<file path="config.mk">
export PLATFORM = sky130hd
export DESIGN_NAME = exc_vector_unit
export DESIGN_NICKNAME = d
export VERILOG_FILES = /design/src/rtl/exc_pkg.sv /design/src/rtl/exc_arbiter.sv /design/src/rtl/exc_vector_gen.sv /design/src/rtl/exc_state_regs.sv /design/src/rtl/exc_vector_unit.sv
export SDC_FILE = /design/constraint.sdc
export NUM_CORES = 1
export LEC_CHECK = 0
export BUFFER_PORTS_ARGS = -buffer_cell sky130_fd_sc_hd__buf_4
export CELL_PAD_IN_SITES_DETAIL_PLACEMENT = 0
export CELL_PAD_IN_SITES_GLOBAL_PLACEMENT = 1
export CORE_MARGIN = 4
export CORE_UTILIZATION = 37
export DETAILED_ROUTE_END_ITERATION = 12
export MAX_ROUTING_LAYER = met4
export PLACE_DENSITY_LB_ADDON = 0.1
export SLEW_MARGIN = 20
export SYNTH_ARGS = -nofsm -noshare
export SYNTH_HDL_FRONTEND = slang
export SYNTH_HIERARCHICAL = 1
export SYNTH_SLANG_ARGS = --single-unit
export TNS_END_PERCENT = 5
</file>
<file path="constraint.sdc">
create_clock -name clk -period 2.7 [get_ports clk]
set_input_delay 0.135 -clock clk [delete_from_list [all_inputs] [get_ports clk]]
set_output_delay 0.135 -clock clk [all_outputs]
set_load 0.02 [all_outputs]
</file>
<file path="src/rtl/exc_pkg.sv">
package exc_pkg;

  localparam int XLEN    = 32;
  localparam int NUM_SRC = 7;
  localparam int OFF_W   = 12;

  // State word bit positions
  localparam int MSR_RI = 0;
  localparam int MSR_IP = 2;
  localparam int MSR_ME = 3;
  localparam int MSR_EE = 4;

  // Request sources, listed in priority order (index 0 wins)
  typedef enum logic [2:0] {
    SRC_SRESET = 3'd0,
    SRC_MCHK   = 3'd1,
    SRC_DACC   = 3'd2,
    SRC_IACC   = 3'd3,
    SRC_PROG   = 3'd4,
    SRC_EXT    = 3'd5,
    SRC_DEC    = 3'd6
  } src_e;

  typedef struct packed {
    logic take;   // vector to a handler
    logic stop;   // enter checkstop
    src_e src;    // handler to use when take is set
  } decision_t;

  function automatic logic [OFF_W-1:0] vec_offset(input src_e s);
    case (s)
      SRC_SRESET: vec_offset = 12'h100;
      SRC_MCHK:   vec_offset = 12'h200;
      SRC_DACC:   vec_offset = 12'h300;
      SRC_IACC:   vec_offset = 12'h400;
      SRC_EXT:    vec_offset = 12'h500;
      SRC_PROG:   vec_offset = 12'h700;
      default:    vec_offset = 12'h900;
    endcase
  endfunction

endpackage

</file>
<file path="src/rtl/exc_arbiter.sv">
module exc_arbiter
  import exc_pkg::*;
(
  input  logic [NUM_SRC-1:0] req_i,
  input  logic               ee_i,
  input  logic               me_i,
  input  logic               ri_i,
  input  logic               halted_i,
  output decision_t          dec_o
);

  logic [NUM_SRC-1:0] eff;
  src_e               win;
  logic               any;

  // Only the external and decrementer lines obey the enable bit
  generate
    for (genvar g = 0; g < NUM_SRC; g++) begin : g_mask
      if (g == int'(SRC_EXT) || g == int'(SRC_DEC)) begin : g_maskable
        assign eff[g] = req_i[g] & ee_i;
      end else begin : g_fixed
        assign eff[g] = req_i[g];
      end
    end
  endgenerate

  always_comb begin
    win = SRC_DEC;
    for (int i = NUM_SRC - 1; i >= 0; i--) begin
      if (eff[i]) win = src_e'(i[2:0]);
    end
  end

  assign any = (|eff) & ~halted_i;

  always_comb begin
    dec_o = '{take: 1'b0, stop: 1'b0, src: SRC_SRESET};
    if (any) begin
      if (win == SRC_SRESET) begin
        dec_o.take = 1'b1;
        dec_o.src  = SRC_SRESET;
      end else if (win == SRC_MCHK || !ri_i) begin
        if (me_i) begin
          dec_o.take = 1'b1;
          dec_o.src  = SRC_MCHK;
        end else begin
          dec_o.stop = 1'b1;
        end
      end else begin
        dec_o.take = 1'b1;
        dec_o.src  = win;
      end
    end
  end

endmodule

</file>
<file path="src/rtl/exc_vector_gen.sv">
module exc_vector_gen
  import exc_pkg::*;
#(
  parameter int             AW        = XLEN,
  parameter logic [AW-1:0]  HIGH_BASE = 32'hFFF0_0000
) (
  input  logic          high_i,
  input  src_e          src_i,
  output logic [AW-1:0] addr_o
);

  localparam logic [AW-1:0] LOW_BASE = '0;

  logic [AW-1:0] base;
  assign base   = high_i ? HIGH_BASE : LOW_BASE;
  assign addr_o = base | {{(AW-OFF_W){1'b0}}, vec_offset(src_i)};

endmodule

</file>
<file path="src/rtl/exc_state_regs.sv">
module exc_state_regs
  import exc_pkg::*;
#(
  parameter int AW = XLEN
) (
  input  logic          clk,
  input  logic          rst_n,
  input  logic          cfg_high_i,
  input  decision_t     dec_i,
  input  logic [AW-1:0] vec_addr_i,
  input  logic [AW-1:0] next_pc_i,
  input  logic          rfi_i,
  input  logic          msr_we_i,
  input  logic [AW-1:0] msr_wdata_i,
  output logic [AW-1:0] msr_o,
  output logic [AW-1:0] srr0_o,
  output logic [AW-1:0] srr1_o,
  output logic          checkstop_o,
  output logic          redir_valid_o,
  output logic [AW-1:0] redir_addr_o
);

  logic [AW-1:0] entry_msr;

  always_comb begin
    entry_msr         = msr_o;
    entry_msr[MSR_EE] = 1'b0;
    entry_msr[MSR_RI] = 1'b0;
  end

  always_ff @(posedge clk) begin
    if (!rst_n) begin
      msr_o         <= '0;
      msr_o[MSR_IP] <= cfg_high_i;
      srr0_o        <= '0;
      srr1_o        <= '0;
      checkstop_o   <= 1'b0;
      redir_valid_o <= 1'b0;
      redir_addr_o  <= '0;
    end else begin
      redir_valid_o <= 1'b0;
      if (checkstop_o) begin
        // frozen until hard reset
      end else if (dec_i.stop) begin
        checkstop_o <= 1'b1;
      end else if (dec_i.take) begin
        srr0_o        <= next_pc_i;
        srr1_o        <= msr_o;
        msr_o         <= entry_msr;
        redir_valid_o <= 1'b1;
        redir_addr_o  <= vec_addr_i;
      end else if (rfi_i) begin
        msr_o         <= srr1_o;
        redir_valid_o <= 1'b1;
        redir_addr_o  <= srr0_o;
      end else if (msr_we_i) begin
        msr_o <= msr_wdata_i;
      end
    end
  end

endmodule

</file>
<file path="src/rtl/exc_vector_unit.sv">
module exc_vector_unit
  import exc_pkg::*;
#(
  parameter int            AW        = XLEN,
  parameter logic [AW-1:0] HIGH_BASE = 32'hFFF0_0000
) (
  input  logic          clk,
  input  logic          rst_n,
  input  logic          cfg_high_base_i,
  input  logic          soft_rst_req_i,
  input  logic          mchk_req_i,
  input  logic          dacc_req_i,
  input  logic          iacc_req_i,
  input  logic          prog_req_i,
  input  logic          ext_req_i,
  input  logic          dec_req_i,
  input  logic [AW-1:0] next_pc_i,
  input  logic          rfi_i,
  input  logic          msr_we_i,
  input  logic [AW-1:0] msr_wdata_i,
  output logic [AW-1:0] msr_o,
  output logic [AW-1:0] srr0_o,
  output logic [AW-1:0] srr1_o,
  output logic          redirect_valid_o,
  output logic [AW-1:0] redirect_addr_o,
  output logic          checkstop_o
);

  logic [NUM_SRC-1:0] req_vec;
  decision_t          decision;
  logic [AW-1:0]      vec_addr;

  always_comb begin
    req_vec             = '0;
    req_vec[SRC_SRESET] = soft_rst_req_i;
    req_vec[SRC_MCHK]   = mchk_req_i;
    req_vec[SRC_DACC]   = dacc_req_i;
    req_vec[SRC_IACC]   = iacc_req_i;
    req_vec[SRC_PROG]   = prog_req_i;
    req_vec[SRC_EXT]    = ext_req_i;
    req_vec[SRC_DEC]    = dec_req_i;
  end

  exc_arbiter u_arb (
    .req_i    (req_vec),
    .ee_i     (msr_o[MSR_EE]),
    .me_i     (msr_o[MSR_ME]),
    .ri_i     (msr_o[MSR_RI]),
    .halted_i (checkstop_o),
    .dec_o    (decision)
  );

  exc_vector_gen #(.AW(AW), .HIGH_BASE(HIGH_BASE)) u_vec (
    .high_i (msr_o[MSR_IP]),
    .src_i  (decision.src),
    .addr_o (vec_addr)
  );

  exc_state_regs #(.AW(AW)) u_regs (
    .clk           (clk),
    .rst_n         (rst_n),
    .cfg_high_i    (cfg_high_base_i),
    .dec_i         (decision),
    .vec_addr_i    (vec_addr),
    .next_pc_i     (next_pc_i),
    .rfi_i         (rfi_i),
    .msr_we_i      (msr_we_i),
    .msr_wdata_i   (msr_wdata_i),
    .msr_o         (msr_o),
    .srr0_o        (srr0_o),
    .srr1_o        (srr1_o),
    .checkstop_o   (checkstop_o),
    .redir_valid_o (redirect_valid_o),
    .redir_addr_o  (redirect_addr_o)
  );

endmodule

</file>
==> results.md, run 1 <==
* Category of the worst setup path launch point: flop
* Number of library cell types mapped by synthesis at 36
* Post-route ant nets at 0
* I/O pin total at 206
* Setup-violating endpoint count in the final report at 0
* Proportion of synthesized area in mux cells at 11.09%
* Commonest cells post-synth: 131 x sky130_fd_sc_hd__nand2_1, 129 x sky130_fd_sc_hd__dfxtp_1, 64 x sky130_fd_sc_hd__a21boi_1, 62 x sky130_fd_sc_hd__mux2i_1, 62 x sky130_fd_sc_hd__nand3_1
* Post-layout net count at 912
* Post-CTS Setup Inserts at 0
* Sink Count at 130
* Clock tree from TritonCTS: done
* Compound-gate portion of the synthesized area at 19.61%
* Skew-Pair Late Insertion Delay at 0.41 ns
* Routed WL per cell at 16.74 microns
* Cell area after synthesis at 5902 sq um
* Clock H-tree levels at 4
* Number of max-slew violations in the final report at 0
* Share of flip-flops with an asynchronous set or reset at 0%
* DRC violation total after the first TritonRoute iteration at 221
* Largest cells by area after synthesis: sky130_fd_sc_hd__dfxtp_1 44%, sky130_fd_sc_hd__mux2i_1 11%, sky130_fd_sc_hd__o211a_1 10%
* Critical Path RT at 3.00 ns
* Sequential share of the synthesized area at 44.27%
* Wirelength, routed at 17,720 microns
* Total half-perimeter wirelength after legalization and detailed placement at 11,590 microns
* R2R Setup Slk at 0.23 ns
* Max_cap viols at 0
* Hold WC Path Type: input pin to flop
* Die Y-Extent at 134.3 microns
* Result of the run: complete, no violations
* GRT overflow at 0
* Antenna violations before repair at 0
* Delay-heaviest family, CP: simple AND/OR/NAND/NOR gates
* Max transition margin at 54.35%
* RSZ-0062 raised after global routing: false
* Post-synthesis share of cell area spent on and, or, nand and nor gates at 16.45%
* Placed insts at 996
* Post-Synth Adder-Cell Area at 0%
* CP Max Fanout at 22
* Worst setup EP type: flop
* Leakage power figure at 0.004244 uW
* Initial Util at 38.26%
* Number of synthesized flops with an enable pin at 1
* Crit path buf inv count at 1
* Total GRT Usage at 20.09%
* Ratio of total power to cell area at 744.7 nW/um^2
* Tightest Pin Transition at 0.6847 ns
* Residual DRC at 0
* Final period utilization at 91.54%
* Cell count after synthesis at 637
* Cell type of the slowest stage on the worst timing path: sky130_fd_sc_hd__nor4b_2
* Share of layout cells above drive strength 1 at 30.07%
* Buffer cell driving the clock tree root: sky130_fd_sc_hd__clkbuf_16
* DIE WIDTH at 134.3 microns
* TritonRoute pass-1 iters at 4
* Number of flip-flops and latches in the synthesized netlist at 130
* Number of port buffers at 205
* Top cell type by total area after synthesis: sky130_fd_sc_hd__dfxtp_1
* Area share of xor/xnor cells in the synthesized design at 0.1484%
* Crit path cell chain: a21oi_1, and3_4, nor4b_2, nor3_2, and2_1, buf_4, a32o_1
* Largest clock skew in the final design at 0.007384 ns
* Maximum resistive drop on vdd at 501.3 uV
* Placeable core area at 15,430 sq um
* Die Footprint at 18,040 sq um
* Via count normalized by instance count at 5.049
* Synth-to-layout area growth at 41.59%
* Largest net degree at the start of global routing at 73
* FMAX at 404.6 MHz
* TritonCTS buffer count at 17
* Clock period minus final worst setup slack at 2.472 ns
* Largest stage delay on the critical path at 0.58 ns
* Combinational family with the most area after synthesis: compound AO/OA/AOI/OAI gates
* RD Place Congestion at 0.7593
* Worst hold margin at 0.05231 ns
* Register clock-pin slew on the reported worst setup and hold paths at 0.05 ns
* Fin cells at 1,059
* Most frequently used cell type in the post-synthesis netlist: sky130_fd_sc_hd__nand2_1
* Endpoints failing hold at 0
* Diode count at 0
* Vias after detailed routing at 5,347
* Via count of the first global-routing pass at 5,350
* Wire length of the first global-routing pass at 27,910 microns
* Synth top area share at 43.76%
* Data arrival, critical path at 2.77 ns
* Average footprint of a synthesized cell at 9.265 sq um
* Total number of yosys warnings at 6
* Category of the critical setup timing path: flop to flop
* Total Negative Setup Slacks at 0 ns
* # rows at 45
* Clock tree buffer depth at 2
* Top_reg_cell synth: sky130_fd_sc_hd__dfxtp_1
## cell type report
| class | instances | area (sq um) |
|---|---|---|
| Clock buffer | 27 | 523.0 |
| Inverter | 2 | 7.507 |
| Clock inverter | 4 | 70.07 |
| Multi-Input combinational cell | 435 | 2869 |
| Tap cell | 211 | 264.0 |
| Fill cell | 1434 | 7071 |
| Timing Repair Buffer | 250 | 2011 |
| Sequential cell | 130 | 2613 |
## placed cells by master, fill, tap and decap left out, types with 3 or more instances in the layout
cell type,instances
sky130_fd_sc_hd__clkbuf_8,6
sky130_fd_sc_hd__buf_12,4
sky130_fd_sc_hd__nand2b_1,3
sky130_fd_sc_hd__a21boi_1,64
sky130_fd_sc_hd__o211a_1,61
sky130_fd_sc_hd__conb_1,16
sky130_fd_sc_hd__dfxtp_1,129
sky130_fd_sc_hd__dlygate4sd3_1,32
sky130_fd_sc_hd__nor3_1,5
sky130_fd_sc_hd__nand2_1,131
sky130_fd_sc_hd__nand3_1,62
sky130_fd_sc_hd__clkbuf_1,4
sky130_fd_sc_hd__buf_4,213
sky130_fd_sc_hd__clkbuf_16,17
sky130_fd_sc_hd__mux2i_1,62
## where the power goes
group          switching [uW]  leakage [uW]  internal (uW)
sequential                176       0.00107           2140
clock                     795      0.000293           1500
combinational             896       0.00288            712
## metal layers
| metal | vias up | global-route usage (%) | routed length, microns |
|---|---|---|---|
| met1 | 2586 | 24.31 | 7787 |
| met4 | 0 | 7.523 | 456 |
| met5 | - | - | 0 |
| li1 | 2586 | - | - |
| met2 | 150 | 31.82 | 8473 |
| met3 | 25 | 5.889 | 1007 |
## per-stage QoR
| stage | utilization [%] | instance area (sq um) | total power, uW | setup WS, ns |
|---|---|---|---|---|
| global route | 54.17 | 8357 | 6518 | 0.01890 |
| finish | 54.17 | 8357 | 6223 | 0.2283 |
| floorplan | - | 5958 | 3334 | 0.5494 |
| detailed placement | 48.22 | 7440 | 3943 | 0.2254 |
| CTS | 54.14 | 8353 | 6298 | 0.2184 |
| global placement | 48.22 | 7440 | 3919 | 0.2710 |
## registers in the layout, summed over array words and instances, names as in the netlist
register	count
u_regs/srr1_o	32
u_regs/srr0_o	32
u_regs/redir_addr_o	32
u_regs/checkstop_o	1
u_regs/msr_o	32
u_regs/redir_valid_o	1
## repair_timing
action / in CTS / in global routing
hold buffers: 32 / 0
hold endpoints to repair: 32 / 0
resized for setup: 0 / 1
setup endpoints to repair: 0 / 4
## tightest hold or removal path, stage by stage
cell and delay (ns):
sky130_fd_sc_hd__buf_4 0.08, sky130_fd_sc_hd__inv_1 0.03, sky130_fd_sc_hd__o21ai_1 0.11
## final timing paths
path,to,start,depth (start not counted)
max,u_regs/msr_o[4],u_regs/msr_o[4],7
min,u_regs/msr_o[2],cfg_high_base_i,3
max reg2reg,u_regs/msr_o[4],u_regs/msr_o[4],7
min reg2reg,u_regs/srr1_o[23],u_regs/srr1_o[23],2
## cells by family after synthesis
logic type	Yosys count
AO/OA/AOI/OAI	134
XOR/XNOR	1
buffers and inverters	87
flip-flops	130
multiplexers	65
other	1
AND/OR/NAND/NOR	219
(Power assumes the default switching activity.)
==> inputs of run 2 (changes only) <==
Settings changed: ABC_AREA from default to 1, CORE_UTILIZATION 37 to 34, SLEW_MARGIN 20 to default.
==> results.md, run 2 <==
* Result of the run: complete, no violations (unchanged)
* Tightest Pin Transition at 0.6877 ns (was 0.6847 ns)
* R2R Setup Slk at 0.54 ns (was 0.23 ns)
* Sink Count at 130 (unchanged)
* # rows at 48 (was 45)
* Sequential cell area at 2613 sq um (unchanged)
* Via count normalized by instance count at 4.258 (was 5.049)
* Vias after detailed routing at 5,846 (was 5,347)
* Category of the critical setup timing path: flop to flop (unchanged)
* Share of flip-flops with an asynchronous set or reset at 0% (unchanged)
* Max_cap viols at 0 (unchanged)
* Most used cells in the layout excluding fill and tap cells: 264 x sky130_fd_sc_hd__nand2_1, 215 x sky130_fd_sc_hd__buf_4, 199 x sky130_fd_sc_hd__nor2_1 (was 213 x sky130_fd_sc_hd__buf_4, 131 x sky130_fd_sc_hd__nand2_1, 129 x sky130_fd_sc_hd__dfxtp_1)
* Cell-internal power at 4533 uW (was 4356 uW)
* Number of flip-flops and latches in the synthesized netlist at 130 (unchanged)
* Synth-to-layout area growth at 38.16% (was 41.59%)
* Via count of the first global-routing pass at 5,464 (was 5,350)
* Critical Path RT at 3.04 ns (was 3.00 ns)
* Final period utilization at 80.12% (was 91.54%)
* Part of the total power dissipated in the clock network at 32.3% (was 36.9%)
* TritonCTS buffer count at 17 (unchanged)
* RSZ-0062 raised after global routing: false (unchanged)
* DIE WIDTH at 141.7 microns (was 134.3 microns)
* Top cell type by total area after synthesis: sky130_fd_sc_hd__dfxtp_1 (unchanged)
* Diode count at 0 (unchanged)
* Worst setup EP type: flop (unchanged)
* Die Y-Extent at 141.7 microns (was 134.3 microns)
* Clock tree buffer depth at 2 (unchanged)
* Sequential share of the synthesized area at 43.00% (was 44.27%)
* Leakage power figure at 0.004331 uW (was 0.004244 uW)
* Most common cell after layout, fill and taps aside: sky130_fd_sc_hd__nand2_1 (was sky130_fd_sc_hd__buf_4)
* Number of max-slew violations in the final report at 0 (unchanged)
* Setup-violating endpoint count in the final report at 0 (unchanged)
* Synth top area share at 42.50% (was 43.76%)
* Total GRT Usage at 17.82% (was 20.09%)
* Number of port buffers at 205 (unchanged)
* Total Negative Setup Slacks at 0 ns (unchanged)
* Share of layout cells above drive strength 1 at 22.91% (was 30.07%)
* I/O pin total at 206 (unchanged)
* Max transition margin at 54.09% (was 54.35%)
* CP Max Fanout at 33 (was 22)
* Area after detailed placement at 7612 sq um (was 7440 sq um)
* RD Place Congestion at 0.7832 (was 0.7593)
* Part of the power in combinational logic at 31.9% (was 25.8%)
* Residual DRC at 0 (unchanged)
* FMAX at 462.3 MHz (was 404.6 MHz)
* Die Footprint at 20,070 sq um (was 18,040 sq um)
* Ratio of total power to cell area at 829.4 nW/um^2 (was 744.7 nW/um^2)
* Net switching power at 2429 uW (was 1867 uW)
* Initial Util at 34.89% (was 38.26%)
* Wirelength, routed at 17,670 microns (was 17,720 microns)
* Maximum resistive drop on vdd at 446.1 uV (was 501.3 uV)
* Category of the worst setup path launch point: flop (unchanged)
* Post-layout net count at 1,211 (was 912)
* Clock tree from TritonCTS: done (unchanged)
* Skew-Pair Late Insertion Delay at 0.41 ns (about the same)
* Data arrival, critical path at 2.50 ns (was 2.77 ns)
* Top_reg_cell synth: sky130_fd_sc_hd__dfxtp_1 (unchanged)
* Total number of yosys warnings at 6 (unchanged)
* TritonRoute pass-1 iters at 4 (unchanged)
* Commonest cells post-synth: 264 x sky130_fd_sc_hd__nand2_1, 200 x sky130_fd_sc_hd__nor2_1, 129 x sky130_fd_sc_hd__dfxtp_1, 109 x sky130_fd_sc_hd__inv_1, 97 x sky130_fd_sc_hd__o21ai_0 (was 131 x sky130_fd_sc_hd__nand2_1, 129 x sky130_fd_sc_hd__dfxtp_1, 64 x sky130_fd_sc_hd__a21boi_1, 62 x sky130_fd_sc_hd__mux2i_1, 62 x sky130_fd_sc_hd__nand3_1)
* Antenna violations before repair at 0 (unchanged)
* Post-CTS Setup Inserts at 0 (unchanged)
* Largest cells by area after synthesis: sky130_fd_sc_hd__dfxtp_1 43%, sky130_fd_sc_hd__nand2_1 16%, sky130_fd_sc_hd__nor2_1 12% (was sky130_fd_sc_hd__dfxtp_1 44%, sky130_fd_sc_hd__mux2i_1 11%, sky130_fd_sc_hd__o211a_1 10%)
* Register clock-pin slew on the reported worst setup and hold paths at 0.06 ns (was 0.05 ns)
* Buffer cell driving the clock tree root: sky130_fd_sc_hd__clkbuf_16 (unchanged)
* Hold WC Path Type: input pin to flop (unchanged)
* Wire length of the first global-routing pass at 27,890 microns (was 27,910 microns)
* Cell area after synthesis at 6076 sq um (was 5902 sq um)
* Endpoints failing hold at 0 (unchanged)
* Share of total power in sequential cells at 35.7% (was 37.3%)
* Cell count after synthesis at 945 (was 637)
* Most frequently used cell type in the post-synthesis netlist: sky130_fd_sc_hd__nand2_1 (unchanged)
* Start point of the critical path: u_regs/msr_o[4] (unchanged)
* DRC violation total after the first TritonRoute iteration at 300 (was 221)
* Number of synthesized flops with an enable pin at 1 (unchanged)
* Area of all placed cells without fillers at 8394 sq um (was 8357 sq um)
* Largest net degree at the start of global routing at 61 (was 73)
* Area taken by multi-input logic gates at 2648 sq um (was 2869 sq um)
* GRT overflow at 0 (unchanged)
* Post-route ant nets at 0 (unchanged)
* Hold Crit Start: next_pc_i[3] (was cfg_high_base_i)
* Clock period minus final worst setup slack at 2.163 ns (was 2.472 ns)
* Number of library cell types mapped by synthesis at 23 (was 36)
* Clock H-tree levels at 4 (unchanged)
* Routed WL per cell at 12.87 microns (was 16.74 microns)
* Largest clock skew in the final design at 0.006497 ns (was 0.007384 ns)
* Worst reg2reg startpoint: u_regs/msr_o[4] (unchanged)
* Total half-perimeter wirelength after legalization and detailed placement at 11,960 microns (was 11,590 microns)
* Average footprint of a synthesized cell at 6.429 sq um (was 9.265 sq um)
* Share of total power consumed by net switching at 34.88% (was 30.00%)
* Filler cell count in the final layout at 1,841 (was 1,434)
* Placeable core area at 17,420 sq um (was 15,430 sq um)
[run 2: cell types whose count changed in the layout (fill, tap and decap cells not counted), sizes merged, moves of 61 or more]
| cell | previous run | this run |
|---|---|---|
| o21ai | 2 | 98 |
| o211a | 61 | 0 |
| mux2i | 62 | 0 |
| nand2 | 131 | 270 |
| a21boi | 64 | 0 |
| nor2 | 2 | 204 |
| inv | 2 | 112 |
[run 2: final timing paths]
kind,endpoint,cells after the start
min,u_regs/srr0_o[3],3
max reg2reg,u_regs/srr1_o[0],11
max,u_regs/srr1_o[0],11
min reg2reg,u_regs/srr0_o[7],2
[run 2: cell families (layout without fill, tap and decap cells)]
kind of cell	Yosys count	count (layout)	synth area share, %
AO/OA/AOI/OAI	133	133	10.96
flip-flops	130	130	43.00
other	1	16	0.06172
AND/OR/NAND/NOR	488	488	31.24
buffers and inverters	193	381	14.74
[run 2: stage by stage]
| stage | utilization, % | std cells | worst slack [ns] | total power, uW | hold slack (ns) |
|---|---|---|---|---|---|
| detailed placement | 43.71 | 1320 | 0.5185 | 4760 | 0.4056 |
| global placement | 43.71 | 1320 | 0.6008 | 4755 | 0.3964 |
| global route | 48.20 | 1373 | 0.2851 | 7430 | 0.01978 |
| floorplan | - | 960 | 0.7978 | 3931 | 0.2993 |
| finish | 48.20 | 1373 | 0.5368 | 6962 | 0.01820 |
| CTS | 48.20 | 1373 | 0.5030 | 7066 | 0.00002326 |
[run 2: layer usage]
metal | vias to the layer above | share of wire (%) | wire length [microns] | GRT usage [%]
met5 | - | 0 | 0 | -
met1 | 2484 | 46 | 8094 | 22.74
met3 | 19 | 7.4 | 1314 | 4.820
met2 | 155 | 45 | 7991 | 27.41
li1 | 3188 | - | - | -
met4 | 0 | 1.5 | 269 | 6.010
[run 2: timing repair]
action,in CTS,in global routing
resized for setup,0,0
endpoints found under the hold margin,21,0
hold buffers,21,0
setup endpoints to repair,0,0
[run 2: power groups by stage]
stage,sequential [uW],combinational (uW),clock (uW)
2_1_floorplan,2900,1030,0
3_3_place_gp,2530,2220,0
3_5_place_dp,2530,2230,0
4_1_cts,2500,2260,2310
5_1_grt,2540,2490,2400
6_report,2490,2220,2250
[run 2: area by class of cell]
| type | instances | share of cell area (%) |
|---|---|---|
| clock inverter | 10 | 1.282 |
| sequential | 130 | 31.12 |
| clock buffer | 22 | 5.530 |
| multi-input combinational | 637 | 31.54 |
| tap | 225 | 3.354 |
| inverter | 111 | 4.963 |
| timing repair buffer | 238 | 22.21 |
[run 2: worst max-delay path, cell delays in order, from the launching register on]
cell and delay [ns]:
sky130_fd_sc_hd__dfxtp_1 0.39, sky130_fd_sc_hd__nand2_1 0.09, sky130_fd_sc_hd__nand2_1 0.08, sky130_fd_sc_hd__nor2_1 0.06, sky130_fd_sc_hd__nand2_2 0.07, sky130_fd_sc_hd__nand2_2 0.09
sky130_fd_sc_hd__nor2_4 0.11, sky130_fd_sc_hd__buf_4 0.26, sky130_fd_sc_hd__nand2_4 0.17, sky130_fd_sc_hd__inv_2 0.54, sky130_fd_sc_hd__nor2_1 0.09, sky130_fd_sc_hd__nor2_1 0.13
==> inputs of run 3 (changes only) <==
Clock period 2.7 ns to 2.14 ns, I/O delays scaled along.
==> results.md, run 3 (same netlist as run 2, synthesis figures left out) <==
* Maximum resistive drop on vdd at 594.8 uV (was 446.1 uV)
* I/O pin total at 206 (unchanged)
* Area of all placed cells without fillers at 8632 sq um (was 8394 sq um)
* Initial Util at 34.89% (unchanged)
* Wirelength, routed at 17,790 microns (was 17,670 microns)
* Setup-violating endpoint count in the final report at 0 (unchanged)
* DRC violation total after the first TritonRoute iteration at 308 (was 300)
* Total GRT Usage at 18.08% (was 17.82%)
* Most common cell after layout, fill and taps aside: sky130_fd_sc_hd__nand2_1 (unchanged)
* Worst slack, placed at 0.1450 ns (was 0.5185 ns)
* Worst hold path depth at 5 (was 3)
* Wire length of the first global-routing pass at 28,290 microns (was 27,890 microns)
* Most used cells in the layout excluding fill and tap cells: 264 x sky130_fd_sc_hd__nand2_1, 214 x sky130_fd_sc_hd__buf_4, 199 x sky130_fd_sc_hd__nor2_1 (was 264 x sky130_fd_sc_hd__nand2_1, 215 x sky130_fd_sc_hd__buf_4, 199 x sky130_fd_sc_hd__nor2_1)
* TritonCTS buffer count at 17 (unchanged)
* GRT overflow at 0 (unchanged)
* Final worst-path setup slack at 0.1712 ns (was 0.5368 ns)
* Clock tree buffer depth at 2 (unchanged)
* Largest clock skew in the final design at 0.008927 ns (was 0.006497 ns)
* Antenna violations before repair at 0 (unchanged)
* Synth-to-layout area growth at 42.07% (was 38.16%)
* Result of the run: complete, no violations (unchanged)
* Category of the worst setup path launch point: flop (unchanged)
* Endpoints failing hold at 0 (unchanged)
* Fin cells at 1,395 (was 1,373)
* Via count normalized by instance count at 4.300 (was 4.258)
* Total half-perimeter wirelength after legalization and detailed placement at 11,740 microns (was 11,960 microns)
* Buffer cell driving the clock tree root: sky130_fd_sc_hd__clkbuf_16 (unchanged)
* Total Negative Setup Slacks at 0 ns (unchanged)
* Hold WC Path Type: input pin to flop (unchanged)
* Ratio of total power to cell area at 1015 nW/um^2 (was 829.4 nW/um^2)
* Register clock-pin slew on the reported worst setup and hold paths at 0.05 ns (was 0.06 ns)
* Filler cell count in the final layout at 1,852 (was 1,841)
* Final period utilization at 92.00% (was 80.12%)
* RSZ-0062 raised after global routing: true (was false)
* Clock period minus final worst setup slack at 1.969 ns (was 2.163 ns)
* Largest net degree at the start of global routing at 66 (was 61)
* RD Place Congestion at 0.7833 (was 0.7832)
* Area taken by multi-input logic gates at 2648 sq um (unchanged)
* Worst hold margin at 0.01838 ns (was 0.01820 ns)
* Max transition margin at 52.79% (was 54.09%)
* Vias after detailed routing at 5,998 (was 5,846)
* Category of the critical setup timing path: flop to flop (unchanged)
* Post-route ant nets at 0 (unchanged)
* Die Y-Extent at 141.7 microns (unchanged)
* Post-layout net count at 1,235 (was 1,211)
* # rows at 48 (unchanged)
* Diode count at 0 (unchanged)
* Sequential cell area at 2613 sq um (unchanged)
* Sink Count at 130 (unchanged)
* Die Footprint at 20,070 sq um (unchanged)
* Routed WL per cell at 12.75 microns (was 12.87 microns)
* Placeable core area at 17,420 sq um (unchanged)
* Max_cap viols at 0 (unchanged)
* CP Max Fanout at 33 (unchanged)
* Number of max-slew violations in the final report at 0 (unchanged)
* FMAX at 507.9 MHz (was 462.3 MHz)
* Data arrival, critical path at 2.31 ns (was 2.50 ns)
* DIE WIDTH at 141.7 microns (unchanged)
* Share of layout cells above drive strength 1 at 22.22% (was 22.91%)
* Area after detailed placement at 7625 sq um (was 7612 sq um)
* Skew-Pair Late Insertion Delay at 0.41 ns (about the same)
* Leakage power figure at 0.004429 uW (was 0.004331 uW)
* Via count of the first global-routing pass at 5,542 (was 5,464)
* R2R cell count at 11 (unchanged)
* Worst setup EP type: flop (unchanged)
* Placed insts at 1,320 (unchanged)
* Critical Path RT at 2.48 ns (was 3.04 ns)
* Number of port buffers at 205 (unchanged)
* TritonRoute pass-1 iters at 4 (unchanged)
* Clock tree from TritonCTS: done (unchanged)
* Tightest Pin Transition at 0.7071 ns (was 0.6877 ns)
* Residual DRC at 0 (unchanged)
* Clock H-tree levels at 4 (unchanged)
run 3: metal layers:
layer	GRT usage, %	share of wire, %	vias to the layer above
met5	-	0	-
met2	28.36	46	157
met4	6.212	1.5	0
met1	22.33	46	2602
met3	5.224	7.0	17
li1	-	-	3222
run 3: worst max-delay path, cell delays in order, from the launching register on:
cell,delay (ns)
sky130_fd_sc_hd__dfxtp_1,0.34
sky130_fd_sc_hd__nand2_1,0.09
sky130_fd_sc_hd__nand2_1,0.07
sky130_fd_sc_hd__nor2_1,0.11
sky130_fd_sc_hd__nand2_2,0.08
sky130_fd_sc_hd__nand2_2,0.12
sky130_fd_sc_hd__nor3_2,0.08
sky130_fd_sc_hd__nor2_4,0.21
sky130_fd_sc_hd__nand2_4,0.08
sky130_fd_sc_hd__inv_2,0.52
sky130_fd_sc_hd__nor2_1,0.08
sky130_fd_sc_hd__nor2_1,0.13
run 3: final timing paths:
check                          from           endpoint  slack, ns
hold / removal      msr_wdata_i[26]   u_regs/msr_o[26]       0.02
setup reg to reg    u_regs/msr_o[4]   u_regs/srr1_o[2]       0.17
hold reg to reg   u_regs/srr0_o[15]  u_regs/srr0_o[15]       0.46
setup / recovery    u_regs/msr_o[4]   u_regs/srr1_o[2]       0.17
run 3: area by class of cell:
| type | count | area share [%] |
|---|---|---|
| multi-input cells | 637 | 30.67 |
| flip-flops and latches | 130 | 30.27 |
| repair buffers | 262 | 24.53 |
| clock buffers | 25 | 5.870 |
| inverters | 111 | 4.827 |
| well taps | 225 | 3.261 |
| clock inverters | 5 | 0.5798 |
run 3: what timing repair did:
action,CTS,global route
gates resized for setup,0,0
hold endpoints to repair,45,0
hold buffers,45,0
setup endpoints to repair,0,29
buffers inserted,0,0
run 3: stage by stage:
stage | utilization [%] | power (uW)
final | 49.56 | 8761
after global routing | 49.56 | 9362
after CTS | 49.56 | 8902
after detailed placement | 43.78 | 6014
after global placement | 43.78 | 6005
after floorplan | - | 4960
run 3: where the power goes:
part           leakage (uW)  switching [uW]  internal [uW]  total (uW)
Combinational       0.00308            1720           1130        2850
Clock              0.000278            1030           1740        2770
Sequential          0.00107             282           2850        3140
